### src/rtl/isa_irq_pkg.sv
package isa_irq_pkg;

    // Decoded meaning of the current register access
    typedef enum logic [2:0] {
        KIND_NONE     = 3'd0,
        KIND_CLEAR_WR = 3'd1,
        KIND_MASK_WR  = 3'd2,
        KIND_MASK_RD  = 3'd3,
        KIND_VEC_RD   = 3'd4,
        KIND_ZERO_RD  = 3'd5
    } acc_kind_e;

endpackage

### src/rtl/isa_irq_decode.sv
module isa_irq_decode
    import isa_irq_pkg::*;
#(
    parameter int NUM_BANKS = 2,
    parameter int ADDR_W    = 3,
    parameter int BSEL_W    = 1
) (
    input  logic              acc_en,
    input  logic              acc_wr,
    input  logic [ADDR_W-1:0] acc_addr,
    output acc_kind_e         kind,
    output logic [BSEL_W-1:0] bank_sel
);
    // Bank windows occupy two bytes each; the vector register follows them
    localparam int VEC_ADDR = 2 * NUM_BANKS;

    always_comb begin
        kind     = KIND_NONE;
        bank_sel = BSEL_W'(acc_addr >> 1);
        if (acc_en) begin
            if (acc_addr < ADDR_W'(VEC_ADDR)) begin
                if (acc_addr[0]) begin
                    kind = acc_wr ? KIND_MASK_WR : KIND_MASK_RD;
                end else begin
                    kind = acc_wr ? KIND_CLEAR_WR : KIND_ZERO_RD;
                end
            end else if (acc_addr == ADDR_W'(VEC_ADDR)) begin
                kind = acc_wr ? KIND_NONE : KIND_VEC_RD;
            end else begin
                kind = acc_wr ? KIND_NONE : KIND_ZERO_RD;
            end
        end
    end
endmodule

### src/rtl/isa_irq_bank.sv
module isa_irq_bank #(
    parameter int BANK_W = 8
) (
    input  logic [BANK_W-1:0] line_now,
    input  logic [BANK_W-1:0] line_prev,
    input  logic [BANK_W-1:0] pend_cur,
    input  logic [BANK_W-1:0] en_cur,
    input  logic              clr_hit,
    input  logic              mask_hit,
    input  logic [BANK_W-1:0] wdata,
    output logic [BANK_W-1:0] pend_nxt,
    output logic [BANK_W-1:0] en_nxt
);
    logic [BANK_W-1:0] rise;
    logic [BANK_W-1:0] fall;
    logic [BANK_W-1:0] kept;

    always_comb begin
        rise = line_now & ~line_prev;
        fall = ~line_now & line_prev;
        // Bank clear and falling edges drop bits; a new edge always wins
        kept     = clr_hit ? '0 : pend_cur;
        pend_nxt = (kept & ~fall) | rise;
        // Mask is written active-low
        en_nxt   = mask_hit ? ~wdata : en_cur;
    end
endmodule

### src/rtl/isa_irq_lowest.sv
module isa_irq_lowest #(
    parameter int N     = 16,
    parameter int IDX_W = 4
) (
    input  logic [N-1:0]     req,
    output logic [IDX_W-1:0] idx,
    output logic             found
);
    always_comb begin
        idx   = '0;
        found = 1'b0;
        for (int i = N - 1; i >= 0; i--) begin
            if (req[i]) begin
                idx   = IDX_W'(i);
                found = 1'b1;
            end
        end
    end
endmodule

### src/rtl/isa_irq_mask_unit.sv
module isa_irq_mask_unit
    import isa_irq_pkg::*;
#(
    parameter int NUM_LINES = 16,
    parameter int BANK_W    = 8,
    localparam int NUM_BANKS = NUM_LINES / BANK_W,
    localparam int ADDR_W    = $clog2(2 * NUM_BANKS + 1)
) (
    input  logic                 clk,
    input  logic                 rst_n,
    input  logic [NUM_LINES-1:0] irq_lines,
    input  logic                 acc_en,
    input  logic                 acc_wr,
    input  logic [ADDR_W-1:0]    acc_addr,
    input  logic [BANK_W-1:0]    acc_wdata,
    output logic [NUM_LINES-1:0] acc_rdata,
    output logic                 cpu_irq
);
    localparam int BSEL_W = (NUM_BANKS > 1) ? $clog2(NUM_BANKS) : 1;
    localparam int VEC_W  = (NUM_LINES > 1) ? $clog2(NUM_LINES) : 1;

    typedef struct packed {
        logic [NUM_LINES-1:0] lines;
        logic [NUM_LINES-1:0] pend;
        logic [NUM_LINES-1:0] en;
        logic [NUM_LINES-1:0] rdata;
    } state_t;

    state_t state_d;
    state_t state_q;

    acc_kind_e            kind;
    logic [BSEL_W-1:0]    bank_sel;
    logic [NUM_LINES-1:0] pend_next;
    logic [NUM_LINES-1:0] en_next;
    logic [NUM_LINES-1:0] active;
    logic [VEC_W-1:0]     vec_idx;
    logic                 vec_found;

    isa_irq_decode #(
        .NUM_BANKS (NUM_BANKS),
        .ADDR_W    (ADDR_W),
        .BSEL_W    (BSEL_W)
    ) u_decode (
        .acc_en   (acc_en),
        .acc_wr   (acc_wr),
        .acc_addr (acc_addr),
        .kind     (kind),
        .bank_sel (bank_sel)
    );

    for (genvar b = 0; b < NUM_BANKS; b++) begin : g_bank
        logic clr_hit;
        logic mask_hit;
        assign clr_hit  = (kind == KIND_CLEAR_WR) && (bank_sel == BSEL_W'(b));
        assign mask_hit = (kind == KIND_MASK_WR)  && (bank_sel == BSEL_W'(b));

        isa_irq_bank #(
            .BANK_W (BANK_W)
        ) u_bank (
            .line_now  (irq_lines[b*BANK_W +: BANK_W]),
            .line_prev (state_q.lines[b*BANK_W +: BANK_W]),
            .pend_cur  (state_q.pend[b*BANK_W +: BANK_W]),
            .en_cur    (state_q.en[b*BANK_W +: BANK_W]),
            .clr_hit   (clr_hit),
            .mask_hit  (mask_hit),
            .wdata     (acc_wdata),
            .pend_nxt  (pend_next[b*BANK_W +: BANK_W]),
            .en_nxt    (en_next[b*BANK_W +: BANK_W])
        );
    end

    assign active = state_q.pend & state_q.en;

    isa_irq_lowest #(
        .N     (NUM_LINES),
        .IDX_W (VEC_W)
    ) u_lowest (
        .req   (active),
        .idx   (vec_idx),
        .found (vec_found)
    );

    always_comb begin
        state_d       = state_q;
        state_d.lines = irq_lines;
        state_d.pend  = pend_next;
        state_d.en    = en_next;
        case (kind)
            KIND_MASK_RD: state_d.rdata = state_q.en;
            KIND_VEC_RD:  state_d.rdata = vec_found ? NUM_LINES'(vec_idx) : '0;
            KIND_ZERO_RD: state_d.rdata = '0;
            default:      state_d.rdata = state_q.rdata;
        endcase
    end

    always_ff @(posedge clk) begin
        if (!rst_n) begin
            state_q.lines <= '0;
            state_q.pend  <= '0;
            state_q.en    <= '1;
            state_q.rdata <= '0;
        end else begin
            state_q <= state_d;
        end
    end

    assign acc_rdata = state_q.rdata;
    assign cpu_irq   = |active;
endmodule

### config.mk
export PLATFORM = sky130hd
export DESIGN_NAME = isa_irq_mask_unit
export DESIGN_NICKNAME = d
export VERILOG_FILES = /design/src/rtl/isa_irq_pkg.sv /design/src/rtl/isa_irq_decode.sv /design/src/rtl/isa_irq_bank.sv /design/src/rtl/isa_irq_lowest.sv /design/src/rtl/isa_irq_mask_unit.sv
export SDC_FILE = /design/constraint.sdc
export NUM_CORES = 1
export LEC_CHECK = 0
export ABC_AREA = 1
export CORE_MARGIN = 2
export CORE_UTILIZATION = 47
export CTS_CLUSTER_DIAMETER = 200
export DETAILED_ROUTE_END_ITERATION = 10
export DONT_BUFFER_PORTS = 1
export GPL_TIMING_DRIVEN = 1
export PLACE_DENSITY = 0.7
export SETUP_SLACK_MARGIN = 0.15
export SYNTH_ARGS = -nofsm -noshare
export SYNTH_HDL_FRONTEND = slang
export SYNTH_HIERARCHICAL = 1
export SYNTH_SLANG_ARGS = --single-unit
### constraint.sdc
create_clock -name clk -period 2.15 [get_ports clk]
set_input_delay 0.1075 -clock clk [delete_from_list [all_inputs] [get_ports clk]]
set_output_delay 0.1075 -clock clk [all_outputs]
set_load 0.005 [all_outputs]
==> results of run 1 <==
==> sequential cells by signal, summed over array words and instances (netlist names) <==
name	count
acc_rdata	16
state_q	48
==> worst max path at each step <==
stage	startpoint	end	slack [ns]
2_1_floorplan	state_q[29]	acc_rdata[0]	0.69
3_3_place_gp	state_q[31]	acc_rdata[1]	0.53
3_5_place_dp	state_q[31]	acc_rdata[2]	0.47
4_1_cts	state_q[31]	acc_rdata[1]	0.46
5_1_grt	state_q[47]	acc_rdata[2]	0.26
6_report	state_q[31]	acc_rdata[2]	0.44
==> power by group through the flow <==
stage	sequential, mW	clock, mW	combinational, mW
2_1_floorplan	1.29	0	0.311
3_3_place_gp	1.31	0	0.308
3_5_place_dp	1.31	0	0.315
4_1_cts	1.28	1.33	0.381
5_1_grt	1.29	1.40	0.446
6_report	1.28	1.31	0.380
==> layout make-up <==
type | instances | area (µm²)
Timing Repair Buffer | 26 | 270.3
Tap cell | 99 | 123.9
Clock inverter | 7 | 127.6
Multi-Input combinational cell | 304 | 1368
Sequential cell | 64 | 1281
Inverter | 138 | 520.5
Fill cell | 741 | 3322
Clock buffer | 9 | 123.9
==> cell usage after synthesis <==
cell      number
o21ai_2       16
inv_4          1
inv_2         10
nand2_2        5
nor2_1        40
a21oi_2       11
buf_4         17
a21oi_1        4
nor2_2         1
nor3_1         3
nor4_1         1
buf_12         2
nand2_1      201
nand2_4        1
nand3b_1       4
inv_1        127
buf_2          6
buf_6          5
and2_1         1
nand3_1        9
dfxtp_1       64
or2_1          1
nand3_4        1
nand4_1        5
==> routing by layer <==
metal | share of wire (%) | up-vias | GRT usage, %
met5 | 0 | - | 0
met4 | 2.5 | 0 | 8.820
met3 | 5.0 | 13 | 6.464
met2 | 47 | 65 | 31.72
met1 | 46 | 1191 | 24.43
li1 | - | 1537 | -
==> repair_timing <==
action	in CTS	in global routing
gates resized for setup	0	0
hold buffers	26	0
endpoints found under the hold margin	52	0
==> tightest hold or removal path, cell delays in order <==
cell and delay [ns]:
inv_1 0.02, nand2_1 0.04, nand2_1 0.04, nand2_1 0.05, nand2_1 0.04, inv_1 0.04
==> cells in the final DEF, fill, tap and decap left out, types with 9 or more instances in the layout <==
cell | synthesis | final
nor2_1 | 40 | 40
inv_1 | 127 | 127
clkbuf_8 | 0 | 9
dfxtp_1 | 64 | 64
a21oi_2 | 11 | 11
nand2_1 | 201 | 201
dlygate4sd3_1 | 0 | 25
inv_2 | 10 | 10
o21ai_2 | 16 | 16
nand3_1 | 9 | 9
==> logic make-up after synthesis <==
logic type	count (synthesis)
buffers and inverters	168
AOI/OAI and AO/OA	31
and+or+nand+nor	273
DFF	64
==> out/results.ini, run 1 <==
[setup_path]
path_cells=nand2_1, inv_1, or2_1, nor4_1, nand2_1, nand2_1, nor2_1, nor2_1, nor2_1
crit_required_ns=2.40
rrSetupSlack_ns=0.44
worstSetupStartpointType=flop
crit_slowest_cell=nor4_1
critical-path-top-delay-family=simple AND/OR/NAND/NOR gates
rr_endpoint=acc_rdata[2]
cp_slowest_stage_delay_ns=0.43
timing.rr.start=state_q[31]
worstSetupPathDepth=9
cp_num_buf_inv=1
end_kind=flop
worstPathArrival_ns=1.96
crit_type=flop to flop
r2r_cells=9
path_max_fanout=4

[sta]
fmax_mhz=586.2
period_minus_slack_ns=1.706
fin_tns_setup_ns=0
min_period_over_period_pct=79.34
maxSlewViolCount=0
rsz0062_at_grt=false
fin_skew_ns=0.007213
postLayoutSetupSlackWorst_ns=0.4441
max_slew_margin_pct=57.34
hold_slack_ns=0.01902
worst_slew_pin_slew_ns=0.6375
setup_viol=0
hold_viol_final=0

[power_and_ir_drop]
p_int_mw=2.181
leakage_nw=2.275
switching_share_pct=26.63
seqPwrFrac_pct=43.2
clkPwrFrac_pct=44.0
total_power_mw=2.973
vdd_ir_drop_max_v=0.0004687
power.density_nw_per_um2=779.4
p_switching_mw=0.7919
combPwrFrac_pct=12.8

[logic_synthesis]
synth_compound_area_share_pct=7.493
yosys_warnings=6
yosysTopAreaCellShare_pct=37.43
synth-xor-area-share_pct=0
netlist_top_cells_area=dfxtp_1 37%, nand2_1 22%, inv_1 14%
yosysUniqueCellTypes=24
synth_top_family_by_area=simple AND/OR/NAND/NOR gates
ys_seq_area_share_pct=37.43
netlist_area_um2=3423
synthMuxAreaShare_pct=0
synthAdderAreaFrac_pct=0
ys_ff_latch=64
syn_nets=567
yosys.area.top_type=dfxtp_1
syn_avg_cell_area_um2=6.387
synthSimpleGateAreaFrac_pct=32.46
synth_cells=536

[cts]
ctsLongestPathBuffers=2
cts_buffers=9
cts_setup_buffers=0
cts_tree=built
path_clk_slew_ns=0.08
clock_sinks=64
cts-root-buf=clkbuf_8
cts_max_level=3
clock_latency_ns=0.35

[drt]
first_pass_iters=4
drc_errors=0
drt_iter0_markers=168
drt-total-wl_mm=7.146
vias=2806
ant_nets=0
avgRoutedWirePerCell_um=11.04
via_per_inst=4.337

[final_layout]
n_antenna_cell=0
layout.nets=574
syn_to_final_growth_pct=11.44
fin_area_um2=3815
drive_above_1_share_pct=11.50
stdcell_count=647
utilization_pct=53.45

[global_route]
grt_remaining_overflow=0
grt_pass1_wl_mm=11.90
track_usage_pct=19.86
grt_max_degree=53
antenna_found_initial=0
first_global_vias=2622

[floorplanning]
dieArea_um2=7983
core-area_um2=7137
io_pins=48
die_h_um=89.35
die_w_um=89.35
start_util_pct=47.97
std_cell_rows=31

[placement]
place_hpwl_mm=5.037
place_area_um2=3293
pre_cts_ws_ns=0.4700
post-place-cells=605
port_buffers=0
gp_congestion=0.8827

[min_path]
hold_end=state_q[36]
holdCritStartpoint=irq_lines[4]
min_delay_path_depth=6
hold_class=primary input to flop

[flow_run]
cap_violations=0

[outcome]
status=finished, final reports clean

Note: power is estimated with default switching activity, not from simulation.
==> run 2: changes to the inputs <==
==> constraint.sdc (replaced) <==
create_clock -name clk -period 1.7 [get_ports clk]
set_input_delay 0.085 -clock clk [delete_from_list [all_inputs] [get_ports clk]]
set_output_delay 0.085 -clock clk [all_outputs]
set_load 0.005 [all_outputs]
==> run 2 against run 1 <==
Wire length up 4.2%. Flip-flop and latch count unchanged. Maximum frequency up 11%. Power up 17%. Clock power about the same. Final cell count up 2.3%.
==> out/results.ini, run 2 (synthesis gave the netlist of run 1 again) <==
[outcome]
status=finished, final reports clean

[floorplanning]
std_cell_rows=31  ; unchanged
die_w_um=89.35  ; unchanged
core-area_um2=7137  ; unchanged
dieArea_um2=7983  ; unchanged
die_h_um=89.35  ; unchanged
io_pins=48  ; unchanged
start_util_pct=47.97  ; unchanged

[power_and_ir_drop]
power.density_nw_per_um2=873.3  ; +12%
total_power_mw=3.475  ; +17%
leakage_nw=2.307  ; +1.4%
vdd_ir_drop_max_v=0.0006460  ; +38%

[drt]
first_pass_iters=4  ; unchanged
vias=2899  ; +3.3%
drt-total-wl_mm=7.449  ; +4.2%
drc_errors=0  ; unchanged
via_per_inst=4.379  ; +0.97%
drt_iter0_markers=245  ; +46%
avgRoutedWirePerCell_um=11.25  ; +1.9%
ant_nets=0  ; unchanged

[sta]
postLayoutSetupSlackWorst_ns=0.1563  ; -0.2878 ns
worst_slew_pin_slew_ns=0.3549  ; -0.2826 ns
rsz0062_at_grt=true
maxSlewViolCount=0  ; unchanged
hold_viol_final=0  ; unchanged
hold_slack_ns=0.01536  ; -0.003664 ns
min_period_over_period_pct=90.81  ; +11 points
fin_skew_ns=0.006551  ; -0.0006617 ns
max_slew_margin_pct=76.30  ; +19 points
fmax_mhz=647.8  ; +11%
period_minus_slack_ns=1.544  ; -0.1622 ns
setup_viol=0  ; unchanged
fin_tns_setup_ns=0  ; unchanged

[final_layout]
drive_above_1_share_pct=20.78  ; +9.3 points
largest_register_ffs=48  ; unchanged
fin_area_um2=3979  ; +4.3%
final_common_cell=nand2_1
utilization_pct=55.75  ; +2.3 points
n_antenna_cell=0  ; unchanged
syn_to_final_growth_pct=16.23
top_register=state_q
mostFrequentLayoutCells=193 x nand2_1, 118 x inv_1, 54 x dfxtp_1, 37 x nor2_1, 25 x dlygate4sd3_1
stdcell_count=662  ; +2.3%
layout.nets=589  ; +2.6%

[global_route]
grt_pass1_wl_mm=11.70  ; -1.7%
antenna_found_initial=0  ; unchanged
grt_max_degree=53  ; unchanged
first_global_vias=2644  ; +0.84%
grt_remaining_overflow=0  ; unchanged
track_usage_pct=19.34  ; -0.52 points

[cts]
ctsLongestPathBuffers=2  ; unchanged
cts_tree=built
cts_buffers=9  ; unchanged
cts-root-buf=clkbuf_8
clock_latency_ns=0.35  ; about the same
path_clk_slew_ns=0.08  ; about the same
clock_sinks=64  ; unchanged
cts_max_level=3  ; unchanged

[placement]
place_hpwl_mm=5.025  ; -0.23%
post-place-cells=608  ; +0.50%
gp_congestion=0.8444  ; -4.3%
pre_cts_ws_ns=0.06844  ; -0.4016 ns
port_buffers=0  ; unchanged
place_area_um2=3316  ; +0.68%

[setup_path]
path_max_fanout=3  ; -1
rrSetupSlack_ns=0.16  ; -0.29 ns
worstPathArrival_ns=1.80  ; -0.16 ns
timing.rr.start=state_q[30]
worstSetupStartpointType=flop
crit_type=flop to flop
end_kind=flop
crit_required_ns=1.95  ; -0.45 ns
rr_endpoint=acc_rdata[1]
r2r_cells=13  ; +4

[min_path]
hold_class=primary input to flop
min_delay_path_depth=6  ; unchanged
holdCritStartpoint=irq_lines[3]
hold_end=state_q[35]

[flow_run]
cap_violations=0  ; unchanged

-- run 2: changes by cell type in the layout (fill, tap and decap cells not counted), moves of 7 or more --
| cell | delta |
|---|---|
| nand2_1 | -8 |
| buf_4 | +14 |
| nand2_2 | +7 |
| dfxtp_2 | +7 |
| inv_1 | -9 |
| inv_2 | +8 |
| dfxtp_1 | -10 |
-- run 2: worst max path at each step --
stage	from	to	slack [ns]	cells past startpoint
6_report	state_q[30]	acc_rdata[1]	0.16	13
5_1_grt	state_q[46]	acc_rdata[0]	-0.008	21
4_1_cts	state_q[31]	acc_rdata[0]	0.16	20
3_5_place_dp	state_q[31]	acc_rdata[2]	0.07	9
3_3_place_gp	state_q[31]	acc_rdata[1]	0.1	9
2_1_floorplan	state_q[29]	acc_rdata[0]	0.24	20
-- run 2: final cells by class --
type | count | area, µm²
Clock buffer | 9 | 123.9
Clock inverter | 7 | 71.32
Fill cell | 694 | 3158
Inverter | 138 | 525.5
Multi-Input combinational cell | 304 | 1453
Sequential cell | 64 | 1301
Tap cell | 99 | 123.9
Timing Repair Buffer | 40 | 375.4
Timing Repair inverter | 1 | 5.005
-- run 2: what timing repair did --
| item | 4_1_cts | 5_1_grt |
|---|---|---|
| resized for setup | 8 | 39 |
| endpoints found under the setup margin | 4 | 5 |
| cloned | 0 | 1 |
| buffers inserted | 2 | 9 |
| hold buffers | 26 | 0 |
| endpoints found under the hold margin | 52 | 0 |
| pin swaps | 2 | 6 |
-- run 2: power by group --
| part | internal (mW) | total [mW] | switching, mW |
|---|---|---|---|
| registers | 1.57 | 1.63 | 0.0539 |
| logic | 0.221 | 0.541 | 0.320 |
| clock network | 0.676 | 1.31 | 0.632 |
-- run 2: critical path, stage by stage (launching register included) --
cell and delay (ns):
dfxtp_2 0.33, nand2_2 0.07, inv_2 0.04, or2_4 0.26, nand3_1 0.09, nand3_1 0.07
nand3_1 0.09, nand3_2 0.07, a21oi_2 0.15, nor3_2 0.05, nand2_1 0.06, nor2_1 0.04
nor2_1 0.08, nor2_1 0.04
-- run 2: routing by layer --
layer	part of all wire (%)	track usage, %	vias up
met4	3.1	6.784	0
met2	49	33.06	66
met3	4.9	5.817	17
li1	-	-	1562
met1	43	23.01	1254
met5	0	0	-
==> run 3: changes to the inputs <==
==> constraint.sdc (replaced) <==
create_clock -name clk -period 1.7 [get_ports clk]
set_input_delay 0.34 -clock clk [delete_from_list [all_inputs] [get_ports clk]]
set_output_delay 0.34 -clock clk [all_outputs]
set_load 0.005 [all_outputs]
==> run 3 against run 2 <==
First-iteration DRC count down 38%. Critical path depth up 7. Worst hold slack better by 0.059 ns. Final area down 6.8%. Core utilization down 3.8 points. Global-route usage down 1.5 points.
==> out/results.ini, run 3 (synthesis gave the netlist of run 1 again) <==
[setup_path]
crit_required_ns=1.97  ; +0.02 ns
crit_path_start=state_q[29]
end_kind=flop
worstSetupStartpointType=flop
rr_endpoint=acc_rdata[0]
rrSetupSlack_ns=0.08  ; -0.07 ns
worstPathArrival_ns=1.89  ; +0.09 ns
timing.rr.start=state_q[29]
crit_type=flop to flop
path_max_fanout=2  ; -1
endpoint=acc_rdata[0]
r2r_cells=20  ; +7

[global_route]
use_met3_pct=6.371  ; +0.55 points
grt_remaining_overflow=0  ; unchanged
grt_pass1_wl_mm=10.83  ; -7.4%
antenna_found_initial=0  ; unchanged
top_usage_layer=met2
grt_max_degree=54  ; +1.9%
grtUsageMet1_pct=22.20  ; -0.80 points
track_usage_pct=17.85  ; -1.5 points
first_global_vias=2442  ; -7.6%
grt_use_met2_pct=28.22  ; -4.8 points

[placement]
place_area_um2=3361  ; +1.4%
gp_congestion=0.8649  ; +2.4%
place_hpwl_mm=4.933  ; -1.8%
port_buffers=0  ; unchanged

[min_path]
hold_class=primary input to flop
holdCritStartpoint=rst_n

[cts]
path_clk_slew_ns=0.08  ; about the same
cts_buffers=9  ; unchanged
clock_latency_ns=0.34  ; about the same
cts_max_level=3  ; unchanged
cts_tree=built
ctsLongestPathBuffers=2  ; unchanged
cts-root-buf=clkbuf_8
clock_sinks=64  ; unchanged

[drt]
first_pass_iters=4  ; unchanged
avgRoutedWirePerCell_um=10.41  ; -7.5%
drt-total-wl_mm=6.621  ; -11%
ant_nets=0  ; unchanged
via_per_inst=4.352  ; -0.62%
drc_errors=0  ; unchanged
drt_iter0_markers=152  ; -38%
vias=2768  ; -4.5%

[power_and_ir_drop]
power.density_nw_per_um2=958.5  ; +9.8%
vdd_ir_drop_max_v=0.0004775  ; -26%
leakage_nw=2.224  ; -3.6%

[sta]
max_slew_margin_pct=63.92  ; -12 points
rsz0062_at_grt=true
hold_viol_final=0  ; unchanged
worst_slew_pin_slew_ns=0.5392  ; +0.1842 ns
fin_skew_ns=0.01082  ; +0.004269 ns
fin_tns_setup_ns=0  ; unchanged
setup_viol=0  ; unchanged
period_minus_slack_ns=1.617  ; +0.07321 ns
maxSlewViolCount=0  ; unchanged
min_period_over_period_pct=95.11  ; +4.3 points
fmax_mhz=618.5  ; -4.5%

[final_layout]
drive_above_1_share_pct=19.55  ; -1.2 points
multi_input_area_um2=1423  ; -2.1%
layout.nets=563  ; -4.4%
syn_to_final_growth_pct=8.333
fin_area_um2=3709  ; -6.8%
utilization_pct=51.96  ; -3.8 points
n_antenna_cell=0  ; unchanged
largest_register_ffs=48  ; unchanged
fillCellCount=729  ; +5.0%
mostFrequentLayoutCells=195 x nand2_1, 123 x inv_1, 55 x dfxtp_1, 39 x nor2_1, 16 x o21ai_2
final_common_cell=nand2_1
top_register=state_q
regArea_um2=1297  ; -0.29%

[outcome]
status=finished, final reports clean

[floorplanning]
start_util_pct=47.97  ; unchanged
die_w_um=89.35  ; unchanged
die_h_um=89.35  ; unchanged
dieArea_um2=7983  ; unchanged
io_pins=48  ; unchanged
core-area_um2=7137  ; unchanged
std_cell_rows=31  ; unchanged

[flow_run]
cap_violations=0  ; unchanged

[run 3: area by class of cell]
class	count	share of cell area [%]
multi-input combinational	304	38.36
clock inverter	7	2.800
sequential	64	34.99
clock buffer	9	3.340
tap	99	3.340
inverter	138	14.04
timing repair buffer	15	3.138
[run 3: worst max-delay path: stages, from the launching register on]
cell	delay (ns)
dfxtp_2	0.36
nand2_2	0.07
inv_2	0.06
inv_1	0.05
nand2_1	0.07
nand2_1	0.05
nand2_1	0.05
nand2_1	0.04
nand2_1	0.05
nand2_1	0.04
nand2_1	0.05
nand2_1	0.04
nand2_1	0.05
nand2_1	0.04
nand2_1	0.05
nand2_1	0.06
a21oi_2	0.14
nand2_1	0.07
nor2_1	0.08
nor2_1	0.05
nor2_1	0.10
[run 3: how the worst min path moves through the flow]
stage / to / cells after the start
detailed placement: state_q[20] / 1
global route: state_q[24] / 1
CTS: state_q[19] / 1
floorplan: state_q[48] / 2
global placement: state_q[20] / 1
finish: state_q[27] / 1
[run 3: report_power, final]
group / switching (mW) / internal (mW) / total, mW
clock: 0.633 / 0.840 / 1.47
sequential: 0.0499 / 1.57 / 1.62
combinational: 0.270 / 0.188 / 0.459
[run 3: what timing repair did]
| item | in CTS | in global routing |
|---|---|---|
| gates resized for setup | 8 | 23 |
| hold endpoints to repair | 0 | 0 |
| hold buffers | 0 | 0 |
| setup endpoints to repair | 4 | 7 |
| setup buffers | 0 | 6 |
| pin swaps | 5 | 18 |
[run 3: per-stage QoR]
stage	std cells	setup WS (ns)	hold WS, ns	power, mW
after floorplan	536	0.2420	0.4376	2.030
after global placement	614	0.02798	0.4177	2.059
after detailed placement	614	-0.006001	0.4199	2.070
after CTS	630	0.09665	0.05422	3.553
after global routing	636	-0.1831	0.04194	3.755
final	636	0.08308	0.07434	3.555
[run 3: per-layer routing]
metal / share of wire, % / vias up / routed length (µm)
met2: 47 / 49 / 3095
met3: 6.4 / 10 / 427
li1: - / 1512 / -
met5: 0 / - / 0
met4: 2.0 / 0 / 131
met1: 45 / 1197 / 2967
